`src/rtl/fde_pkg.sv`:
```
package fde_pkg;

    typedef enum logic [2:0] {
        PH_FETCH  = 3'd0,
        PH_DECODE = 3'd1,
        PH_EXEC   = 3'd2,
        PH_STORE  = 3'd3,
        PH_HALT   = 3'd4
    } phase_e;

    localparam logic [2:0] OPC_LOAD  = 3'b000;
    localparam logic [2:0] OPC_ADD   = 3'b001;
    localparam logic [2:0] OPC_STORE = 3'b010;
    localparam logic [2:0] OPC_JUMP  = 3'b011;
    localparam logic [2:0] OPC_HALT  = 3'b111;

    typedef struct packed {
        logic load;
        logic add;
        logic store;
        logic jump;
        logic halt;
        logic needs_opnd;
    } dec_t;

endpackage

```
`src/rtl/fde_decoder.sv`:
```
module fde_decoder
    import fde_pkg::*;
#(
    parameter int OPC_W = 3
) (
    input  logic [OPC_W-1:0] opcode,
    output dec_t             dec
);

    always_comb begin
        dec = '0;
        case (opcode)
            OPC_LOAD:  begin dec.load  = 1'b1; dec.needs_opnd = 1'b1; end
            OPC_ADD:   begin dec.add   = 1'b1; dec.needs_opnd = 1'b1; end
            OPC_STORE: dec.store = 1'b1;
            OPC_JUMP:  dec.jump  = 1'b1;
            OPC_HALT:  dec.halt  = 1'b1;
            default:   dec = '0;
        endcase
    end

endmodule

```
`src/rtl/fde_alu.sv`:
```
module fde_alu #(
    parameter int DATA_W = 8
) (
    input  logic [DATA_W-1:0] a,
    input  logic [DATA_W-1:0] b,
    output logic [DATA_W-1:0] sum,
    output logic              cout
);

    logic [DATA_W:0] wide;

    always_comb begin
        wide = {1'b0, a} + {1'b0, b};
        sum  = wide[DATA_W-1:0];
        cout = wide[DATA_W];
    end

endmodule

```
`src/rtl/fde_ctrl.sv`:
```
module fde_ctrl
    import fde_pkg::*;
#(
    parameter int DATA_W = 8,
    parameter int ADDR_W = 5,
    parameter int OPC_W  = 3
) (
    input  logic              clk,
    input  logic              rst_n,
    input  logic [ADDR_W-1:0] start_addr,
    input  logic              mem_done,
    input  logic [DATA_W-1:0] mem_rdata,
    input  dec_t              dec,
    input  logic [DATA_W-1:0] alu_sum,
    input  logic              alu_cout,
    output logic [OPC_W-1:0]  ir_op,
    output logic [DATA_W-1:0] opnd,
    output logic              mem_req,
    output logic              mem_we,
    output logic [ADDR_W-1:0] mem_addr,
    output logic [DATA_W-1:0] mem_wdata,
    output logic [ADDR_W-1:0] pc,
    output logic [DATA_W-1:0] acc,
    output logic              carry,
    output logic              halted
);

    localparam int IW = OPC_W + ADDR_W;

    typedef struct packed {
        phase_e            phase;
        logic [ADDR_W-1:0] pc;
        logic [IW-1:0]     ir;
        logic [DATA_W-1:0] opnd;
        logic [DATA_W-1:0] acc;
        logic              carry;
    } st_t;

    st_t               st_d, st_q;
    logic [ADDR_W-1:0] ir_addr;

    assign ir_addr = st_q.ir[ADDR_W-1:0];

    always_comb begin
        st_d      = st_q;
        mem_req   = 1'b0;
        mem_we    = 1'b0;
        mem_addr  = st_q.pc;
        mem_wdata = st_q.acc;
        case (st_q.phase)
            PH_FETCH: begin
                mem_req = 1'b1;
                if (mem_done) begin
                    st_d.ir    = mem_rdata[IW-1:0];
                    st_d.pc    = st_q.pc + 1'b1;
                    st_d.phase = PH_DECODE;
                end
            end
            PH_DECODE: begin
                if (dec.needs_opnd) begin
                    mem_req  = 1'b1;
                    mem_addr = ir_addr;
                    if (mem_done) begin
                        st_d.opnd  = mem_rdata;
                        st_d.phase = PH_EXEC;
                    end
                end else begin
                    st_d.phase = PH_EXEC;
                end
            end
            PH_EXEC: begin
                st_d.phase = PH_STORE;
                if (dec.load) st_d.acc = st_q.opnd;
                if (dec.add) begin
                    st_d.acc   = alu_sum;
                    st_d.carry = alu_cout;
                end
                if (dec.jump) st_d.pc = ir_addr;
                if (dec.halt) st_d.phase = PH_HALT;
            end
            PH_STORE: begin
                if (dec.store) begin
                    mem_req  = 1'b1;
                    mem_we   = 1'b1;
                    mem_addr = ir_addr;
                    if (mem_done) st_d.phase = PH_FETCH;
                end else begin
                    st_d.phase = PH_FETCH;
                end
            end
            default: st_d = st_q;
        endcase
    end

    always_ff @(posedge clk) begin
        if (!rst_n) begin
            st_q.phase <= PH_FETCH;
            st_q.pc    <= start_addr;
            st_q.ir    <= '0;
            st_q.opnd  <= '0;
            st_q.acc   <= '0;
            st_q.carry <= 1'b0;
        end else begin
            st_q <= st_d;
        end
    end

    assign ir_op  = st_q.ir[IW-1:ADDR_W];
    assign opnd   = st_q.opnd;
    assign pc     = st_q.pc;
    assign acc    = st_q.acc;
    assign carry  = st_q.carry;
    assign halted = (st_q.phase == PH_HALT);

    AST_REQ_HOLD: assert property (@(posedge clk) disable iff (!rst_n)
        (mem_req && !mem_done) |=> (mem_req && $stable(mem_addr) && $stable(mem_we) && $stable(mem_wdata)));
    AST_HALT_STICKY: assert property (@(posedge clk) disable iff (!rst_n)
        halted |=> halted);
    AST_HALT_QUIET: assert property (@(posedge clk) disable iff (!rst_n)
        halted |-> !mem_req);
    AST_PC_STEP: assert property (@(posedge clk) disable iff (!rst_n)
        (st_q.phase == PH_FETCH && mem_done) |=> (pc == $past(pc) + 1'b1));
    AST_CARRY_ONLY_ADD: assert property (@(posedge clk) disable iff (!rst_n)
        !(st_q.phase == PH_EXEC && dec.add) |=> $stable(carry));
    AST_LOAD_ACC: assert property (@(posedge clk) disable iff (!rst_n)
        (st_q.phase == PH_EXEC && dec.load) |=> (acc == $past(opnd)));

endmodule

```
`src/rtl/fde_sequencer.sv`:
```
module fde_sequencer
    import fde_pkg::*;
#(
    parameter int DATA_W = 8,
    parameter int ADDR_W = 5,
    parameter int OPC_W  = 3
) (
    input  logic              clk,
    input  logic              rst_n,
    input  logic [ADDR_W-1:0] start_addr,
    output logic              mem_req,
    output logic              mem_we,
    output logic [ADDR_W-1:0] mem_addr,
    output logic [DATA_W-1:0] mem_wdata,
    input  logic              mem_done,
    input  logic [DATA_W-1:0] mem_rdata,
    output logic [ADDR_W-1:0] pc,
    output logic [DATA_W-1:0] acc,
    output logic              carry,
    output logic              halted
);

    dec_t              dec;
    logic [OPC_W-1:0]  ir_op;
    logic [DATA_W-1:0] opnd;
    logic [DATA_W-1:0] alu_sum;
    logic              alu_cout;

    fde_decoder #(.OPC_W(OPC_W)) i_dec (
        .opcode (ir_op),
        .dec    (dec)
    );

    fde_alu #(.DATA_W(DATA_W)) i_alu (
        .a    (acc),
        .b    (opnd),
        .sum  (alu_sum),
        .cout (alu_cout)
    );

    fde_ctrl #(.DATA_W(DATA_W), .ADDR_W(ADDR_W), .OPC_W(OPC_W)) i_ctrl (
        .clk        (clk),
        .rst_n      (rst_n),
        .start_addr (start_addr),
        .mem_done   (mem_done),
        .mem_rdata  (mem_rdata),
        .dec        (dec),
        .alu_sum    (alu_sum),
        .alu_cout   (alu_cout),
        .ir_op      (ir_op),
        .opnd       (opnd),
        .mem_req    (mem_req),
        .mem_we     (mem_we),
        .mem_addr   (mem_addr),
        .mem_wdata  (mem_wdata),
        .pc         (pc),
        .acc        (acc),
        .carry      (carry),
        .halted     (halted)
    );

endmodule

```
`config.mk`:
```
export PLATFORM = sky130hd
export DESIGN_NAME = fde_sequencer
export DESIGN_NICKNAME = d
export VERILOG_FILES = /design/src/rtl/fde_pkg.sv /design/src/rtl/fde_decoder.sv /design/src/rtl/fde_alu.sv /design/src/rtl/fde_ctrl.sv /design/src/rtl/fde_sequencer.sv
export SDC_FILE = /design/constraint.sdc
export NUM_CORES = 1
export LEC_CHECK = 0
export ABC_AREA = 1
export CAP_MARGIN = 20
export CORE_ASPECT_RATIO = 0.7
export CORE_MARGIN = 3
export CORE_UTILIZATION = 40
export DETAILED_ROUTE_END_ITERATION = 12
export PLACE_DENSITY_LB_ADDON = 0.2
export RECOVER_POWER = 100
export SYNTH_ARGS = -nofsm -noshare
export SYNTH_HDL_FRONTEND = slang
export SYNTH_SLANG_ARGS = --single-unit
export TNS_END_PERCENT = 20
```
`constraint.sdc`:
```
create_clock -name clk -period 1.65 [get_ports clk]
set_clock_uncertainty 0.15 [all_clocks]
set_input_delay 0.165 -clock clk [delete_from_list [all_inputs] [get_ports clk]]
set_output_delay 0.165 -clock clk [all_outputs]
set_load 0.02 [all_outputs]
```
# After elaboration in Yosys (flattened, before gate mapping)
# Index checks and enable logic that the tools add are counted.
# totals
register_bits	33
latch_bits	0
mem_bits_rw	0
rom_bits	0
in_bits	16
elab_cells	63
n_memories	0
# classes
n_addsub	2
mul	0
n_div	0
order_cmp	0
n_eq_ne	14
shifts	0
mux	30
bitwise_logic	0
reduce_logical	11
# op_table
cell	n
8-bit two-way mux	5
30-bit two-way mux	1
5-bit case mux with 2 select lines	2
9-bit two-way mux	2
16-bit two-way mux	1
3-bit two-way mux	5
5-bit two-way mux	3
3-bit by 2-bit equality test with 1-bit output, second input constant	4
3-bit != test, second input constant	4
3-bit case mux with 4 select lines	1
8-bit by 8-bit adder with 9-bit output	1
1-bit two-way mux	9
3-bit by 1-bit equality test with 1-bit output, second input constant	2
3-bit equality test, second input constant	2
3-bit logical NOT	2
2-bit AND reduction	3
3-bit AND reduction	2
5-bit by 1-bit adder with 5-bit output, second input constant	1
4-bit AND reduction	1
4-bit nonzero test	1
3-bit by 1-bit != test with 1-bit output, second input constant	1
1-bit case mux with 3 select lines	1
2-bit != test, second input constant	1
2-bit nonzero test	1
2-bit OR reduction	1

# Depth between registers and ports, before layout
# depth
ltp_word	6
mapped_depth	12
depth_no_buf	12

# By module
# A second synthesis with hierarchy kept.
# hier_totals
hier_cells	338
hier_area_um2	2301.0
# by_module_without_submodules
module	instances	cells_each	area_each_um2	seq_area_each_um2
fde_ctrl	1	267	1876.8	710.7
fde_alu	1	59	376.6	0.0
fde_decoder	1	12	47.5	0.0

# Least setup slack after synthesis
# Ideal clock, no wire load.
# synth_timing
path_type	reg-to-output
from	reg i_ctrl.st_q[30] (netlist bit)
to	out mem_addr[2]
arrival_time_ps	1415
path_slack_ps	-80
path_stages_with_launch	8
path_buffers	1
cell_sequence	dfxtp_1 -> inv_1 -> nor3_1 -> nand2_1 -> nand2_1 -> buf_4 -> nor2_1 -> a21oi_1
# synth_between
elab_chain_cells	2
# synth_lines
element	line	text
start: declaration	fde_ctrl.sv:39	st_t st_d, st_q;
start signal: assignment	fde_ctrl.sv:104	st_q <= st_d;
3-bit by 2-bit equality test with 1-bit output or 3-bit by 1-bit equality test with 1-bit output (tied branches)	fde_ctrl.sv:50	case (st_q.phase)
5-bit case mux with 2 select lines *	fde_ctrl.sv:50	
end: declaration	fde_sequencer.sv:13	output logic [ADDR_W-1:0] mem_addr,
# Every way passes the cells marked *; elsewhere a longest branch is shown, timed or not.

# Final worst setup path
# layout_timing
from	reg, netlist name i_ctrl.acc[0]
to	reg, netlist name i_ctrl.acc[6]
# layout_between
elab_chain_cells	2
# layout_lines
element	line	text
8-bit by 8-bit adder with 9-bit output	fde_alu.sv:13	wide = {1'b0, a} + {1'b0, b};
9-bit two-way mux	fde_ctrl.sv:74	if (dec.add) begin
# No other way between the ends.
# A chain may end at the register's enable or synchronous reset.

==> impl_metrics.yaml <==
run_status:
  status: "finished, violations left"
  violations: "negative setup slack"
synth:
  synth_cell_types: 30
  yosysTopAreaCell: "dfxtp_1"
  ys_ff_latch: 33
  yosys.area.top_type_share: 0.270
  syn_area_um2: 2080
  syn_avg_cell_area_um2: 7.13
  ys_top_cells_by_area: "dfxtp_1, a21oi_1, nand2_1"
  synthCells: 291
  seq_area_frac_synth: 0.342
  syn-num-nets: 317
  synth_warnings: 0
route:
  ant_nets: 0
  drt_first_pass_iters: 4
  routed_wl_um: 5470
  drtIter0Drc: 90
  drc_errors: 0
  wl_per_cell_um: 12.8
  vias_per_cell: 4.92
  vias: 2109
timing:
  period_share: 1.09
  hold_viol_final: 0
  max_slew.worst_pin.slew_ns: 0.298
  clock.fmax_ghz: 0.557
  finalSetupViolCount: 12
  maxSlewHeadroom: 0.801
  period_needed_ns: 1.80
  final_max_slew_viol_count: 0
  rsz0062_at_grt: "true"
  worst_slack_ns: -0.146
setup_path:
  worstPathArrival_ns: 1.87
  reg2reg_slack_ns: -0.15
  endpoint_kind: "flop"
  crit_required_ns: 1.72
  cp_max_fo: 3
  critPathLaunchType: "flop"
  criticalPathCategory: "flop to flop"
cells_and_area:
  fillerInstances: 470
  nNetsFinal: 385
  drive_above_1_share: 0.297
  antenna_cells: 0
  final_common_cell: "buf_4"
  mostFrequentLayoutCells: "buf_4, a21oi_1, nand2_1"
  utilization: 0.602
  areaGrowthSynthToFinish_pct: 41.8
floorplan:
  core-area_um2: 4890
  initial_core_util: 0.425
  io_pins: 46
  dieArea_um2: 6100
  rows: 21
  dieWidth_um: 92.1
  dieHeight_um: 66.3
cts:
  clockBufferDepth: 2
  cts.sinks: 33
  numCtsBuffers: 5
  clock_latency_ns: 0.28
  cts_tree: "yes"
  cts-root-buf: "clkbuf_8"
  cts_hold_buf: 0
  clkSlewWorstSetupHoldPaths_ns: 0.07
  htree_levels: 2
power:
  seqPwrFrac: 0.347
  p_comb_frac: 0.391
  p_sw_frac: 0.345
  p_per_area_nw_per_um2: 972
  p_int_uw: 1870
  p_clk_frac: 0.262
  p_sw_uw: 987
  vdd_drop_max_uv: 660
  p_leak_uw: 0.00136
  p_total_uw: 2860
hold_path:
  hold_path_class: "flop to flop"
grt:
  grt_pass1_vias: 1962
  grtUsageTotal: 0.180
  grt_pass1_wl_um: 8790
  grt.overflow.total: 0
  antenna_found_initial: 0
  grt_max_degree: 16
place:
  post-dp-hpwl_um: 3970
  gp_congestion: 0.840
  pre_cts_slack_ns: -0.389
  numPortBuffers: 45
flow_run:
  cap_violations: 0
[worst max-delay path, stage by stage (launching register included)]
cell     delay [ns]
dfxtp_2        0.36
ha_4           0.14
inv_2          0.04
fa_2           0.36
inv_2          0.07
nand2_2        0.05
nand2_2        0.09
nand3_2        0.09
nand2_1        0.07
nand2_1        0.06
nand3_2        0.07
nand2_2        0.06
a21oi_2        0.12
[per-layer routing]
layer | global-route usage | wire length (um) | up-vias
li1 | - | - | 1067
met1 | 0.254 | 2750 | 977
met2 | 0.282 | 2390 | 58
met3 | 0.0387 | 271 | 7
met4 | 0.0444 | 60 | 0
met5 | 0 | 0 | -
[through the flow]
| step | cells | cell area (um2) | hold WS (ns) | TNS (ns) |
|---|---|---|---|---|
| finish | 429 | 2940 | 0.325 | -1.11 |
| global route | 429 | 2940 | 0.343 | -2.73 |
| detailed placement | 418 | 2740 | 0.319 | -2.96 |
| floorplan | 291 | 2080 | 0.205 | -0.492 |
| global placement | 418 | 2740 | 0.314 | -2.73 |
| CTS | 426 | 2860 | 0.330 | -1.23 |
[power groups by stage]
| stage | Combinational, uW | Sequential (uW) | Clock, uW |
|---|---|---|---|
| floorplan | 651 | 1000 | 0 |
| global placement | 1090 | 997 | 0 |
| detailed placement | 1100 | 999 | 0 |
| CTS | 1080 | 984 | 759 |
| global route | 1220 | 1010 | 802 |
| finish | 1120 | 993 | 750 |
[final timing paths]
| kind | start | end | cells past startpoint |
|---|---|---|---|
| max reg2reg | i_ctrl.acc[0] | i_ctrl.acc[6] | 12 |
| min | i_ctrl.ir_addr[1] | i_ctrl.ir_addr[1] | 2 |
| max | i_ctrl.acc[0] | i_ctrl.acc[6] | 12 |
| min reg2reg | i_ctrl.ir_addr[1] | i_ctrl.ir_addr[1] | 2 |
[cell type report]
cell class | instances | area (um2) | share of cell area
Multi-Input combinational cell | 189 | 1120 | 0.381
Clock buffer | 6 | 72.6 | 0.0247
Inverter | 41 | 156 | 0.0531
Timing Repair Buffer | 89 | 752 | 0.256
Sequential cell | 33 | 722 | 0.245
Clock inverter | 2 | 33.8 | 0.0115
Tap cell | 69 | 86.3 | 0.0293
[repair_timing]
| action | 4_1_cts | 5_1_grt |
|---|---|---|
| endpoints found under the setup margin | 26 | 46 |
| resized for setup | 64 | 45 |
| pin swaps | 3 | 12 |
| buffers inserted | 0 | 3 |
[registers in the layout (all words and copies together), names as in the netlist]
| register | count |
|---|---|
| i_ctrl.ir_op | 3 |
| i_ctrl.pc | 5 |
| i_ctrl.st_q | 3 |
| i_ctrl.carry | 1 |
| i_ctrl.ir_addr | 5 |
| i_ctrl.acc | 8 |
| i_ctrl.opnd | 8 |
[synthesized netlist by cell type]
cell type,count
and2_1,1
nand3b_1,1
clkinv_1,1
nor2_1,20
buf_6,2
or2_2,6
a21oi_1,45
a31oi_1,1
a22oi_1,1
nand2_1,45
buf_2,1
dfxtp_1,28
nor3_4,1
xnor2_1,2
nand3_2,1
buf_4,22
edfxtp_1,5
inv_4,1
xor2_1,1
nor2_4,2
clkbuf_1,3
o22ai_1,1
inv_1,38
inv_2,1
nor3_1,5
ha_1,9
fa_1,1
nand3_1,16
o21ai_0,29
nand4_1,1
[cells by family after synthesis]
kind of cell             count (synthesis)  share of synthesized area
AO/OA/AOI/OAI                           77                      0.188
XOR/XNOR                                 3                     0.0127
adder cells (fa/ha/maj)                 10                     0.0639
buffers and inverters                   69                      0.174
flip-flops                              33                      0.342
AND/OR/NAND/NOR                         99                      0.219
Note: power is estimated with default switching activity, not from simulation.
